## config.mk

```make
export PLATFORM = sky130hd
export DESIGN_NAME = temp_limit_monitor
export DESIGN_NICKNAME = d
export VERILOG_FILES = /design/src/rtl/tlm_pkg.sv /design/src/rtl/tlm_regs.sv /design/src/rtl/tlm_chan.sv /design/src/rtl/tlm_alert_qual.sv /design/src/rtl/temp_limit_monitor.sv
export SDC_FILE = /design/constraint.sdc
export NUM_CORES = 1
export LEC_CHECK = 0
export BUFFER_PORTS_ARGS = -buffer_cell sky130_fd_sc_hd__buf_2
export CORE_MARGIN = 2
export CORE_UTILIZATION = 60
export DETAILED_ROUTE_END_ITERATION = 10
export PLACE_DENSITY_LB_ADDON = 0.25
export SLEW_MARGIN = 20
export SYNTH_ARGS = -nofsm -noshare
export SYNTH_HDL_FRONTEND = slang
export SYNTH_SLANG_ARGS = --single-unit
```

## constraint.sdc

```tcl
create_clock -name clk -period 4.4 [get_ports clk]
set_input_delay 0 -clock clk [delete_from_list [all_inputs] [get_ports clk]]
set_output_delay 0 -clock clk [all_outputs]
set_load 0.1 [all_outputs]
```

## src/rtl/tlm_pkg.sv

```systemverilog
package tlm_pkg;
  localparam int AW = 8;
  localparam logic [AW-1:0] A_SUMMARY = 8'h00;
  localparam logic [AW-1:0] A_LOWST   = 8'h01;
  localparam logic [AW-1:0] A_CFG     = 8'h02;
  localparam logic [AW-1:0] A_HYST    = 8'h03;
  localparam logic [AW-1:0] A_LOWLIM  = 8'h10;
  localparam logic [AW-1:0] A_THLIM   = 8'h20;
  localparam logic [AW-1:0] A_THST    = 8'h37;
  localparam int HYST_RESET = 10;
endpackage

```

## src/rtl/tlm_regs.sv

```systemverilog
module tlm_regs
  import tlm_pkg::*;
#(
  parameter int NCH = 4,
  parameter int TW  = 8,
  parameter int SW  = 2
) (
  input  logic                clk,
  input  logic                rst_n,
  input  logic                wr,
  input  logic [AW-1:0]       addr,
  input  logic [TW-1:0]       wdata,
  output logic [NCH*TW-1:0]   low_lim,
  output logic [NCH*TW-1:0]   th_lim,
  output logic [TW-1:0]       hyst,
  output logic                cmp_mode,
  output logic [SW-1:0]       thresh_m1
);
  localparam logic [TW-1:0] LOW_RST = {1'b1, {(TW-1){1'b0}}};
  localparam logic [TW-1:0] TH_RST  = {1'b0, {(TW-1){1'b1}}};

  for (genvar i = 0; i < NCH; i++) begin : g_lim
    always_ff @(posedge clk or negedge rst_n) begin
      if (!rst_n) begin
        low_lim[i*TW +: TW] <= LOW_RST;
        th_lim[i*TW +: TW]  <= TH_RST;
      end else if (wr) begin
        if (addr == A_LOWLIM + AW'(i)) low_lim[i*TW +: TW] <= wdata;
        if (addr == A_THLIM + AW'(i))  th_lim[i*TW +: TW]  <= wdata;
      end
    end
  end

  always_ff @(posedge clk or negedge rst_n) begin
    if (!rst_n) begin
      hyst      <= TW'(HYST_RESET);
      cmp_mode  <= 1'b0;
      thresh_m1 <= '0;
    end else if (wr) begin
      if (addr == A_HYST) hyst <= wdata;
      if (addr == A_CFG) begin
        cmp_mode  <= wdata[0];
        thresh_m1 <= wdata[SW:1];
      end
    end
  end
endmodule

```

## src/rtl/tlm_chan.sv

```systemverilog
module tlm_chan #(
  parameter int TW = 8
) (
  input  logic                 clk,
  input  logic                 rst_n,
  input  logic                 upd,
  input  logic signed [TW-1:0] temp,
  input  logic signed [TW-1:0] low_lim,
  input  logic signed [TW-1:0] th_lim,
  input  logic        [TW-1:0] hyst,
  input  logic                 cmp_mode,
  input  logic                 rd_clr,
  output logic                 low_cond,
  output logic                 low_q,
  output logic                 th_q
);
  localparam int XW = TW + 2;
  localparam logic [XW-1:0] MINX = {3'b111, {(TW-1){1'b0}}};
  localparam logic [TW-1:0] MINT = {1'b1, {(TW-1){1'b0}}};

  logic signed [XW-1:0] diff;
  logic signed [TW-1:0] release_pt;
  logic above, below_rel;

  assign diff       = $signed({{2{th_lim[TW-1]}}, th_lim}) - $signed({2'b00, hyst});
  assign release_pt = (diff < $signed(MINX)) ? $signed(MINT) : diff[TW-1:0];
  assign low_cond   = temp < low_lim;
  assign above      = temp > th_lim;
  assign below_rel  = temp < release_pt;

  always_ff @(posedge clk or negedge rst_n) begin
    if (!rst_n) begin
      low_q <= 1'b0;
    end else if (cmp_mode) begin
      if (upd) low_q <= low_cond;
    end else begin
      low_q <= (low_q & ~rd_clr) | (upd & low_cond);
    end
  end

  always_ff @(posedge clk or negedge rst_n) begin
    if (!rst_n) begin
      th_q <= 1'b0;
    end else if (upd) begin
      if (above) th_q <= 1'b1;
      else if (below_rel) th_q <= 1'b0;
    end
  end

  assert_low_sticky_R2: assert property (@(posedge clk) disable iff (!rst_n)
    (low_q && !rd_clr && !cmp_mode) |=> low_q);
  assert_set_wins_R3: assert property (@(posedge clk) disable iff (!rst_n)
    (upd && low_cond) |=> low_q);
  assert_therm_set_R5: assert property (@(posedge clk) disable iff (!rst_n)
    (upd && above) |=> th_q);
  assert_therm_only_upd_R6: assert property (@(posedge clk) disable iff (!rst_n)
    !upd |=> $stable(th_q));
endmodule

```

## src/rtl/tlm_alert_qual.sv

```systemverilog
module tlm_alert_qual #(
  parameter int CNT_MAX = 4,
  parameter int SW      = 2
) (
  input  logic          clk,
  input  logic          rst_n,
  input  logic          upd,
  input  logic          any_low,
  input  logic [SW-1:0] thresh_m1,
  output logic          qualified
);
  localparam int CW = $clog2(CNT_MAX + 1);
  logic [CW-1:0] cnt;

  always_ff @(posedge clk or negedge rst_n) begin
    if (!rst_n) cnt <= '0;
    else if (upd) begin
      if (!any_low) cnt <= '0;
      else if (cnt < CW'(CNT_MAX)) cnt <= cnt + 1'b1;
    end
  end

  assign qualified = (CW + 1)'(cnt) >= (CW + 1)'(thresh_m1) + 1'b1;

  assert_cnt_bound_R9: assert property (@(posedge clk) disable iff (!rst_n)
    cnt <= CW'(CNT_MAX));
  assert_clean_resets_R9: assert property (@(posedge clk) disable iff (!rst_n)
    (upd && !any_low) |=> !qualified);
endmodule

```

## src/rtl/temp_limit_monitor.sv

```systemverilog
module temp_limit_monitor
  import tlm_pkg::*;
#(
  parameter int NCH     = 4,
  parameter int TW      = 8,
  parameter int CNT_MAX = 4
) (
  input  logic              clk,
  input  logic              rst_n,
  input  logic              meas_valid,
  output logic              meas_ready,
  input  logic [NCH*TW-1:0] meas_temp,
  input  logic              reg_wr,
  input  logic              reg_rd,
  input  logic [AW-1:0]     reg_addr,
  input  logic [TW-1:0]     reg_wdata,
  output logic [TW-1:0]     reg_rdata,
  output logic              alert_o,
  output logic              therm_o
);
  localparam int SW = $clog2(CNT_MAX);
  localparam int IW = $clog2(NCH);

  logic [NCH*TW-1:0] low_lim, th_lim;
  logic [TW-1:0]     hyst;
  logic              cmp_mode;
  logic [SW-1:0]     thresh_m1;
  logic [NCH-1:0]    low_cond, low_q, th_q;
  logic              upd, rd_clr, qualified;

  assign meas_ready = rst_n;
  assign upd        = meas_valid;
  assign rd_clr     = reg_rd && (reg_addr == A_LOWST) && !cmp_mode;

  tlm_regs #(.NCH(NCH), .TW(TW), .SW(SW)) u_regs (
    .clk(clk), .rst_n(rst_n), .wr(reg_wr), .addr(reg_addr), .wdata(reg_wdata),
    .low_lim(low_lim), .th_lim(th_lim), .hyst(hyst),
    .cmp_mode(cmp_mode), .thresh_m1(thresh_m1)
  );

  for (genvar i = 0; i < NCH; i++) begin : g_ch
    tlm_chan #(.TW(TW)) u_ch (
      .clk(clk), .rst_n(rst_n), .upd(upd),
      .temp(meas_temp[i*TW +: TW]), .low_lim(low_lim[i*TW +: TW]),
      .th_lim(th_lim[i*TW +: TW]), .hyst(hyst), .cmp_mode(cmp_mode),
      .rd_clr(rd_clr), .low_cond(low_cond[i]), .low_q(low_q[i]), .th_q(th_q[i])
    );
  end

  tlm_alert_qual #(.CNT_MAX(CNT_MAX), .SW(SW)) u_qual (
    .clk(clk), .rst_n(rst_n), .upd(upd), .any_low(|low_cond),
    .thresh_m1(thresh_m1), .qualified(qualified)
  );

  assign alert_o = qualified && (|low_q);
  assign therm_o = |th_q;

  logic [IW-1:0] idx;
  logic          idx_ok;
  assign idx    = reg_addr[IW-1:0];
  assign idx_ok = (reg_addr[3:0] < 4'(NCH));

  always_comb begin
    reg_rdata = '0;
    if (reg_addr == A_SUMMARY)      reg_rdata = TW'({|th_q, |low_q});
    else if (reg_addr == A_LOWST)   reg_rdata = TW'(low_q);
    else if (reg_addr == A_THST)    reg_rdata = TW'(th_q);
    else if (reg_addr == A_CFG)     reg_rdata = TW'({thresh_m1, cmp_mode});
    else if (reg_addr == A_HYST)    reg_rdata = hyst;
    else if (reg_addr[7:4] == A_LOWLIM[7:4] && idx_ok) reg_rdata = low_lim[idx*TW +: TW];
    else if (reg_addr[7:4] == A_THLIM[7:4] && idx_ok)  reg_rdata = th_lim[idx*TW +: TW];
  end

  assert_alert_cause_R9: assert property (@(posedge clk) disable iff (!rst_n)
    $rose(alert_o) |-> $past(meas_valid || reg_wr));
  assert_therm_cause_R8: assert property (@(posedge clk) disable iff (!rst_n)
    $rose(therm_o) |-> $past(meas_valid));
  assert_ready_R11: assert property (@(posedge clk) disable iff (!rst_n)
    meas_ready);
endmodule

```

==> results.py, run 1 <==
metrics = {
    "grt": {
        "grt_pass1_vias": 7188,
        "grt_start_max_net_pins": 53,
        "use_met1_pct": 41.3,
        "antenna_found_initial": 1,
        "grt_overflow": 0,
        "use_met2_pct": 56.2,
        "grt_util_all_layers_pct": 33.4,
        "grt_pass1_wl_um": 37100,
        "busiest_layer": "met2",
        "use_met3_pct": 5.89,
    },
    "critical_path": {
        "cp_data_required_time_ns": 4.62,
        "critPathMaxFanout": 8,
        "end_kind": "flip-flop",
        "crit_type": "reg2reg",
        "cp_slowest_cell": "dfstp_2",
        "cp-start-kind": "flip-flop",
        "critPathMaxStageDelay_ns": 0.57,
        "crit_chain": "clkinvlp_4 -> buf_4 -> fa_1 -> a211oi_1 -> a211oi_1 -> o22ai_1 -> xnor2_1 -> o22ai_1 -> buf_4 -> nand3b_1 -> ha_1 -> a21o_1 -> a2111oi_2 -> o32ai_1 -> a2111oi_1 -> a21oi_1",
        "crit_arrival_ns": 4.41,
    },
    "final_layout": {
        "final_common_cell": "ha_1",
        "filler_cell_count": 1038,
        "layout_common_cells": "ha_1, inv_1, mux2_2",
        "nets": 1073,
        "drive_gt1_share_pct": 26.3,
        "final_area_um2": 8950,
        "n_antenna_cell": 0,
        "final_util_pct": 68.2,
        "syn_to_final_growth_pct": 11.6,
    },
    "power_and_ir_drop": {
        "clkPwrFrac_pct": 30.7,
        "finalPower_w": 0.00309,
        "p_int_w": 0.00199,
        "seqPwrFrac_pct": 31.3,
        "pwr_density_cell_nw_per_um2": 345,
        "combPwrFrac_pct": 38.0,
        "power.leakage_nw": 3.93,
        "switchingPower_w": 0.00109,
        "sw_frac_of_total_pct": 35.4,
        "ir_worst_vdd_mv": 0.215,
    },
    "sta": {
        "min_period_ns": 4.19,
        "finClkSkew_ns": 0.00712,
        "fin_crit_sh_pct": 95.3,
        "final_hold_viol_count": 0,
        "slew_viol_final": 0,
        "holdWs_ns": 0.0647,
        "worst_pin_slew_ns": 0.964,
        "slew_headroom_pct": 35.2,
        "finalSetupTns_ns": 0,
        "fmax_ghz": 0.238,
        "setup_viol": 0,
    },
    "synthesis": {
        "netlist_area_um2": 8030,
        "syn-num-nets": 1006,
        "synth_cell_types": 69,
        "synth_fa_ha_area_share_pct": 21.1,
        "async_flop_share_pct": 100,
        "synth.ff_latch_count": 86,
        "synth_top_area_share_pct": 20.1,
        "muxShareOfSynthArea_pct": 15.7,
        "synth_ff_type": "dfrtp_1",
        "ys_warn_count": 0,
        "synth_compound_area_share_pct": 15.4,
        "synth-seq-area-share_pct": 27.3,
        "avgSynthCellArea_um2": 9.79,
        "yosys.area_share.simple_pct": 13.3,
        "synth.area.top_cells": "ha_1, dfrtp_1, dfstp_2",
        "yosysTopAreaCell": "ha_1",
        "netlist_instances": 820,
        "synth_top_family_by_area": "adder cells",
        "synth-xor-area-share_pct": 2.18,
        "synth_edf_count": 0,
    },
    "floorplan": {
        "fp-row-count": 42,
        "core_um2": 13100,
        "ios": 64,
        "die_h_um": 120,
        "die_width_um": 120,
        "dieArea_um2": 14300,
        "initial_utilization_pct": 61.1,
    },
    "placement": {
        "place_area_um2": 8520,
        "gp_congestion": 0.986,
        "portBuffers": 63,
        "dp_hpwl_um": 18100,
    },
    "worst_hold_path": {
        "hp-class": "in2reg",
    },
    "clock_tree": {
        "clkTransAtPathRegs_ns": 0.07,
        "numCtsBuffers": 9,
        "htree_levels": 3,
        "clkLatencyLatePin_ns": 0.35,
        "cts_sinks": 86,
        "cts_tree": "built",
        "cts-root-buf": "clkbuf_16",
        "clockBufferDepth": 2,
    },
    "routing": {
        "vias": 7005,
        "wl_um": 23400,
        "routedWlPerCell_um": 21.9,
        "ant_nets": 0,
        "via_per_inst": 6.56,
        "remaining_drc_errors": 0,
        "drt_iter0_markers": 500,
        "drt_pass1_iterations": 5,
    },
    "job": {
        "drv_cap": 0,
    },
    "outcome": {
        "outcome": "finished, final reports clean",
    },
}
-- routing by layer --
layer	vias to the layer above	wire length (um)	share of wire [%]
met3	86	1610	6.9
met4	2	1180	5.0
li1	3181	-	-
met2	310	11100	47
met1	3426	9500	41
met5	-	18	0.077
-- repair_timing --
action / 4_1_cts / 5_1_grt
hold endpoints to repair: 34 / 0
resized for setup: 0 / 7
endpoints found under the setup margin: 0 / 2
hold buffers: 1 / 0
setup buffers: 0 / 4
-- worst max-delay path: cells and delay by family, from the launching register on --
family,cells,cell delay [ns]
AOI/OAI and AO/OA,9,1.97
xor gates and xnor gates,1,0.08
adders and majority gates,2,0.65
buffers and inverters,3,0.71
DFF,1,0.57
and+or+nand+nor,1,0.08
-- per-stage QoR --
| stage | cells | setup slack [ns] |
|---|---|---|
| 3_3_place_gp | 1047 | 0.431 |
| 5_1_grt | 1068 | -0.00149 |
| 4_1_cts | 1064 | 0.189 |
| 2_1_floorplan | 820 | 0.505 |
| 3_5_place_dp | 1047 | 0.214 |
| 6_report | 1068 | 0.206 |
-- synthesized netlist by cell type, drive strengths merged, types with 17 or more instances --
cell   number
nand2      51
dfrtp      52
mux2       76
a21oi      34
mux4       17
nor2       34
nand3      26
ha        129
dfstp      34
o21ai      31
inv        90
nor3       19
-- state kept, by name (all words and copies together), names as in the netlist --
name,count
u_regs.low_lim,32
u_regs.th_lim,32
u_regs.hyst,8
g_ch.u_ch.low_q,4
g_ch.u_ch.th_q,4
u_qual.cnt,3
u_regs.thresh_m1,2
u_regs.cmp_mode,1
-- worst paths after layout --
path	startpoint	to	slack [ns]	depth (start not counted)
worst min register to register	u_regs.hyst[7]	u_regs.hyst[7]	0.53	1
worst max-delay path	u_regs.hyst[1]	g_ch[3].u_ch.th_q	0.21	16
worst min-delay path	reg_wdata[3]	u_regs.th_lim[27]	0.06	2
max in group asynchronous	rst_n	u_regs.th_lim[15]	3.16	3
worst max register to register	u_regs.hyst[1]	g_ch[3].u_ch.th_q	0.21	16
min in group asynchronous	rst_n	u_regs.hyst[5]	0.17	2
-- final cells by class --
cell class,count,area [um^2],area share [%]
timing repair buffer,71,380,4.25
sequential,86,2190,24.5
inverter,90,342,3.81
clock inverter,7,145,1.62
multi-input combinational,629,5450,60.8
clock buffer,9,225,2.52
tap,176,220,2.46
-- power by group through the flow --
stage                     Clock, W  Combinational (W)  Sequential [W]
after floorplan                  0           0.000857        0.000922
after global placement           0            0.00107        0.000968
after detailed placement         0            0.00114        0.000974
after CTS                 0.000946            0.00114        0.000961
after global routing      0.000980            0.00131        0.000969
final                     0.000947            0.00117        0.000966
-- cell families (layout without fill, tap and decap cells) --
family / Yosys count / after routing
AOI/OAI and AO/OA: 179 / 179
xor gates and xnor gates: 20 / 20
adders and majority gates: 133 / 133
buffers and inverters: 105 / 177
DFF: 86 / 86
muxes: 95 / 95
and+or+nand+nor: 202 / 202
(Power assumes the default switching activity.)
==> run 2: changes to the inputs <==
--- a/config.mk
+++ b/config.mk
@@ -7,5 +7,4 @@
 export LEC_CHECK = 0
 export BUFFER_PORTS_ARGS = -buffer_cell sky130_fd_sc_hd__buf_2
-export CORE_MARGIN = 2
 export CORE_UTILIZATION = 60
 export DETAILED_ROUTE_END_ITERATION = 10
==> constraint.sdc (replaced) <==
create_clock -name clk -period 4.4 [get_ports clk]
set_input_delay 0 -clock clk [delete_from_list [all_inputs] [get_ports clk]]
set_output_delay 0 -clock clk [all_outputs]
set_load 0.01 [all_outputs]
==> run 2 against run 1 <==
Critical path type unchanged. Largest power group unchanged. Die area decreased by 3.3%. First-iteration DRC count increased by 19%. Register-to-register slack improved by 0.06 ns. Highest routed layer is now met4.
==> results.py, run 2 (same netlist as run 1, synthesis figures left out) <==
metrics = {
    "outcome": {
        "outcome": "finished, final reports clean",
    },
    "grt": {
        "antenna_found_initial": 0,
        "grt_overflow": 0,
        "grt_pass1_vias": 7190,
        "grt_util_all_layers_pct": 35.0,
        "grt_pass1_wl_um": 37600,
        "grt_start_max_net_pins": 63,
    },
    "floorplan": {
        "initial_utilization_pct": 62.6,
        "fp-row-count": 41,
        "core_um2": 12800,
        "die_h_um": 118,
        "dieArea_um2": 13800,
        "ios": 64,
        "die_width_um": 118,
    },
    "worst_hold_path": {
        "hold_depth": 2,
        "hp-class": "in2reg",
    },
    "final_layout": {
        "drive_gt1_share_pct": 25.8,
        "n_antenna_cell": 0,
        "filler_cell_count": 999,
        "final_common_cell": "ha_1",
        "multi_input_area_um2": 5430,
        "nets": 1070,
        "final_util_pct": 69.0,
        "stdcell_count": 1061,
        "layout_common_cells": "ha_1, inv_1, mux2_2",
        "reg_top3": "u_regs.low_lim x32, u_regs.th_lim x32, u_regs.hyst x8",
        "seq_area_um2": 2190,
        "syn_to_final_growth_pct": 10.2,
        "final_area_um2": 8840,
    },
    "routing": {
        "drt_iter0_markers": 594,
        "ant_nets": 0,
        "drt_pass1_iterations": 5,
        "vias": 6924,
        "routedWlPerCell_um": 21.9,
        "remaining_drc_errors": 0,
        "via_per_inst": 6.53,
        "wl_um": 23200,
    },
    "critical_path": {
        "critPathMaxFanout": 8,
        "r2r_cells": 15,
        "crit_type": "reg2reg",
        "crit_arrival_ns": 4.35,
        "cp_data_required_time_ns": 4.62,
        "cp-start-kind": "flip-flop",
        "end_kind": "flip-flop",
    },
    "sta": {
        "worst_pin_slew_ns": 0.852,
        "slew_viol_final": 0,
        "min_period_ns": 4.13,
        "fmax_ghz": 0.242,
        "final_hold_viol_count": 0,
        "fin_crit_sh_pct": 93.9,
        "finClkSkew_ns": 0.00849,
        "holdWs_ns": 0.0384,
        "slew_headroom_pct": 42.7,
        "rsz0062_at_grt": "yes",
        "setup_viol": 0,
    },
    "clock_tree": {
        "cts-root-buf": "clkbuf_16",
        "numCtsBuffers": 9,
        "clockBufferDepth": 2,
        "htree_levels": 3,
        "cts_sinks": 86,
        "cts_tree": "built",
        "clkTransAtPathRegs_ns": 0.07,
        "clkLatencyLatePin_ns": 0.36,
    },
    "placement": {
        "place_area_um2": 8520,
        "portBuffers": 63,
        "dp_hpwl_um": 18400,
        "gp_congestion": 0.936,
        "post-place-cells": 1044,
    },
    "power_and_ir_drop": {
        "ir_worst_vdd_mv": 0.200,
        "power.leakage_nw": 3.90,
        "pwr_density_cell_nw_per_um2": 325,
    },
    "job": {
        "drv_cap": 0,
    },
}
[run 2: cell types whose count changed in the layout (fill, tap and decap cells not counted), moves of 2 or more]
cell        previous run  this run
a2111oi_0              3         5
inv_6                  1         4
buf_4                  8         5
clkinvlp_4             2         0
bufinv_16              4         1
[run 2: area by class of cell]
class / count / share of cell area [%]
clock buffers: 9 / 2.55
multi-input cells: 629 / 61.4
well taps: 172 / 2.43
flip-flops and latches: 86 / 24.8
repair buffers: 68 / 4.05
inverters: 90 / 3.82
clock inverters: 7 / 0.891
[run 2: metal layers]
layer  vias to the layer above  GRT usage, %  wire length (um)
li1                       3184             -                 -
met1                      3419          43.3              9640
met2                       254          58.5             11100
met3                        67          5.18              1330
met4                         0          19.5              1130
met5                         -             0                 0
[run 2: timing repair]
action	4_1_cts	5_1_grt
buffers inserted	0	0
hold buffers	1	0
gates resized for setup	0	2
hold endpoints to repair	37	0
setup endpoints to repair	0	2
[run 2: metrics by stage]
| stage | setup TNS (ns) | worst slack, ns | total power (W) |
|---|---|---|---|
| detailed placement | 0 | 0.277 | 0.00206 |
| finish | 0 | 0.270 | 0.00287 |
| global placement | 0 | 0.429 | 0.00199 |
| CTS | 0 | 0.260 | 0.00286 |
| floorplan | 0 | 0.505 | 0.00172 |
| global route | -0.0184 | -0.0184 | 0.00304 |
[run 2: power by group]
group	internal, W	switching (W)	total (W)
clock network	0.000448	0.000353	0.000801
registers	0.000869	0.0000976	0.000967
logic	0.000503	0.000599	0.00110
total	0.00182	0.00105	0.00287
[run 2: critical path, cell delays in order, from the launching register on]
cell       delay, ns
dfstp_2         0.54
inv_1           0.26
fa_1            0.56
a211oi_1        0.26
a211oi_1        0.12
o22ai_1         0.18
xnor2_1         0.09
o22ai_1         0.19
buf_4           0.18
nand3b_1        0.09
ha_1            0.19
a21o_1          0.16
a2111oi_0       0.46
o32ai_1         0.20
a2111oi_0       0.41
a21oi_1         0.12
[run 2: path summary, 6_finish.rpt]
check / from / to / slack (ns)
max: u_regs.hyst[1] / g_ch[3].u_ch.th_q / 0.27
min: reg_wdata[3] / u_regs.low_lim[27] / 0.04
max reg2reg: u_regs.hyst[1] / g_ch[3].u_ch.th_q / 0.27
min reg2reg: u_regs.low_lim[29] / u_regs.low_lim[29] / 0.54
max in group asynchronous: rst_n / u_regs.th_lim[17] / 3.17
min in group asynchronous: rst_n / u_regs.low_lim[30] / 0.31
==> run 3: changes to the inputs <==
--- a/config.mk
+++ b/config.mk
@@ -10,4 +10,5 @@
 export DETAILED_ROUTE_END_ITERATION = 10
 export PLACE_DENSITY_LB_ADDON = 0.25
+export RECOVER_POWER = 100
 export SLEW_MARGIN = 20
 export SYNTH_ARGS = -nofsm -noshare
==> constraint.sdc (replaced) <==
create_clock -name clk -period 4.4 [get_ports clk]
set_input_delay 0.66 -clock clk [delete_from_list [all_inputs] [get_ports clk]]
set_output_delay 0.66 -clock clk [all_outputs]
set_load 0.01 [all_outputs]
==> run 3 against run 2 <==
The flow now finishes with violations (max-capacitance violations, max-slew violations). First-iteration DRC count down 16%. Sequential share of layout area down 0.21 points. Flip-flop and latch count unchanged. Critical path depth up 1. Combinational power about the same. Maximum frequency down 0.54%. Via count down 0.53%. Highest routed layer unchanged.
==> results.py, run 3 (same netlist as run 1, synthesis figures left out) <==
metrics = {
    "outcome": {
        "outcome": "finished with violations",
        "violations": "max-capacitance violations, max-slew violations",
    },
    "routing": {
        "drt_pass1_iterations": 5,
        "remaining_drc_errors": 0,
        "via_per_inst": 6.48,
        "vias": 6887,
        "wl_um": 23300,
        "routedWlPerCell_um": 21.9,
        "drt_iter0_markers": 499,
        "ant_nets": 0,
    },
    "floorplan": {
        "initial_utilization_pct": 62.6,
        "fp-row-count": 41,
        "core_um2": 12800,
        "die_width_um": 118,
        "ios": 64,
        "dieArea_um2": 13800,
        "die_h_um": 118,
    },
    "worst_hold_path": {
        "whs_endpoint": "g_ch[0].u_ch.low_q",
        "min-delay-start": "g_ch[0].u_ch.low_q",
        "hp-class": "reg2reg",
        "hold_depth": 1,
    },
    "sta": {
        "fin_crit_sh_pct": 94.4,
        "min_period_ns": 4.15,
        "finalSetupTns_ns": 0,
        "holdWs_ns": 0.531,
        "setup_viol": 0,
        "slew_viol_final": 63,
        "final_hold_viol_count": 0,
        "fmax_ghz": 0.241,
        "fin_ws_ns": 0.247,
        "worst_pin_slew_ns": 1.60,
        "finClkSkew_ns": 0.00870,
        "slew_headroom_pct": -6.58,
    },
    "final_layout": {
        "layout_common_cells": "ha_1, inv_1, mux2_2",
        "multi_input_area_um2": 5450,
        "drive_gt1_share_pct": 24.9,
        "n_antenna_cell": 0,
        "final_common_cell": "ha_1",
        "seq_area_um2": 2200,
        "filler_cell_count": 990,
        "stdcell_count": 1063,
        "nets": 1072,
        "reg_top3": "u_regs.low_lim x32, u_regs.th_lim x32, u_regs.hyst x8",
        "syn_to_final_growth_pct": 11.2,
    },
    "grt": {
        "grt_overflow": 0,
        "grt_start_max_net_pins": 63,
        "grt_pass1_vias": 7038,
        "grt_pass1_wl_um": 37500,
        "grt_util_all_layers_pct": 35.1,
        "antenna_found_initial": 0,
    },
    "critical_path": {
        "cp_data_required_time_ns": 4.62,
        "crit_arrival_ns": 4.37,
        "timing.rr.end": "g_ch[2].u_ch.th_q",
        "end_kind": "flip-flop",
        "r2r_setup_slack_ns": 0.25,
        "r2r_cells": 16,
        "critPathMaxFanout": 6,
        "crit_type": "reg2reg",
        "cp-start-kind": "flip-flop",
        "reg2reg_from": "u_regs.hyst[1]",
    },
    "clock_tree": {
        "clockBufferDepth": 2,
        "clkLatencyLatePin_ns": 0.35,
        "htree_levels": 3,
        "numCtsBuffers": 9,
        "cts_tree": "built",
        "cts_hold_buffers": 0,
        "clkTransAtPathRegs_ns": 0.07,
        "cts-root-buf": "clkbuf_16",
        "cts_sinks": 86,
    },
    "power_and_ir_drop": {
        "power.leakage_nw": 3.88,
        "finalPower_w": 0.00301,
        "pwr_density_cell_nw_per_um2": 338,
        "ir_worst_vdd_mv": 0.214,
    },
    "placement": {
        "post-place-cells": 1044,
        "gp_congestion": 0.939,
        "portBuffers": 63,
        "dp_hpwl_um": 18200,
        "dp_slack_ns": 0.0707,
    },
    "job": {
        "drv_cap": 1,
    },
}
-- run 3: cell types whose count changed in the layout (fill, tap and decap cells not counted), sizes merged --
cell / delta
clkinv: -1
dlygate4sd3: -1
bufinv: +3
clkbuf: +14
inv: -4
buf: -10
clkinvlp: +1
-- run 3: worst max-delay path by stage --
stage	startpoint	endpoint
6_report	u_regs.hyst[1]	g_ch[2].u_ch.th_q
5_1_grt	u_regs.hyst[1]	g_ch[3].u_ch.th_q
4_1_cts	u_regs.hyst[1]	g_ch[2].u_ch.th_q
3_5_place_dp	u_regs.hyst[1]	g_ch[2].u_ch.th_q
3_3_place_gp	u_regs.hyst[1]	g_ch[3].u_ch.th_q
2_1_floorplan	u_regs.hyst[1]	g_ch[2].u_ch.th_q
-- run 3: critical path, stage by stage (launching register included) --
cell and delay (ns):
dfstp_2 0.57, clkinvlp_4 0.12, buf_12 0.14, fa_1 0.46
a21oi_2 0.21, o211ai_1 0.11, nand2_1 0.12, mux2_2 0.34
nor4_2 0.38, buf_4 0.21, nand3_1 0.08, ha_1 0.21
a21o_1 0.17, a2111oi_2 0.38, nand3_1 0.15, a211oi_1 0.24
a31oi_1 0.12
-- run 3: where the power goes --
group | internal (W) | total, W | switching (W)
clock | 0.000614 | 0.000943 | 0.000329
sequential | 0.000869 | 0.000966 | 0.0000965
combinational | 0.000506 | 0.00111 | 0.000599
total | 0.00199 | 0.00301 | 0.00102
-- run 3: layout make-up --
class	count	share of cell area, %
sequential	86	24.6
clock inverter	6	1.50
timing repair buffer	70	4.07
inverter	90	3.83
clock buffer	10	2.57
tap	172	2.41
multi-input combinational	629	61.0
-- run 3: per-stage QoR --
step | area (um^2) | utilization (%)
global route | 8920 | 69.6
floorplan | 8030 | -
detailed placement | 8520 | 66.5
global placement | 8520 | 66.5
finish | 8920 | 69.6
CTS | 8890 | 69.3
-- run 3: repair_timing --
item | in CTS | in global routing
endpoints found under the hold margin | 0 | 0
setup endpoints to repair | 0 | 2
resized for setup | 0 | 10
buffers inserted | 0 | 3
-- run 3: per-layer routing --
metal / vias to the layer above / part of all wire [%] / track usage, % / routed length, um
met4: 0 / 4.5 / 17.2 / 1040
met1: 3360 / 42 / 44.4 / 9720
li1: 3184 / - / - / -
met5: - / 0 / 0 / 0
met2: 273 / 48 / 58.9 / 11100
met3: 70 / 6.2 / 4.94 / 1440
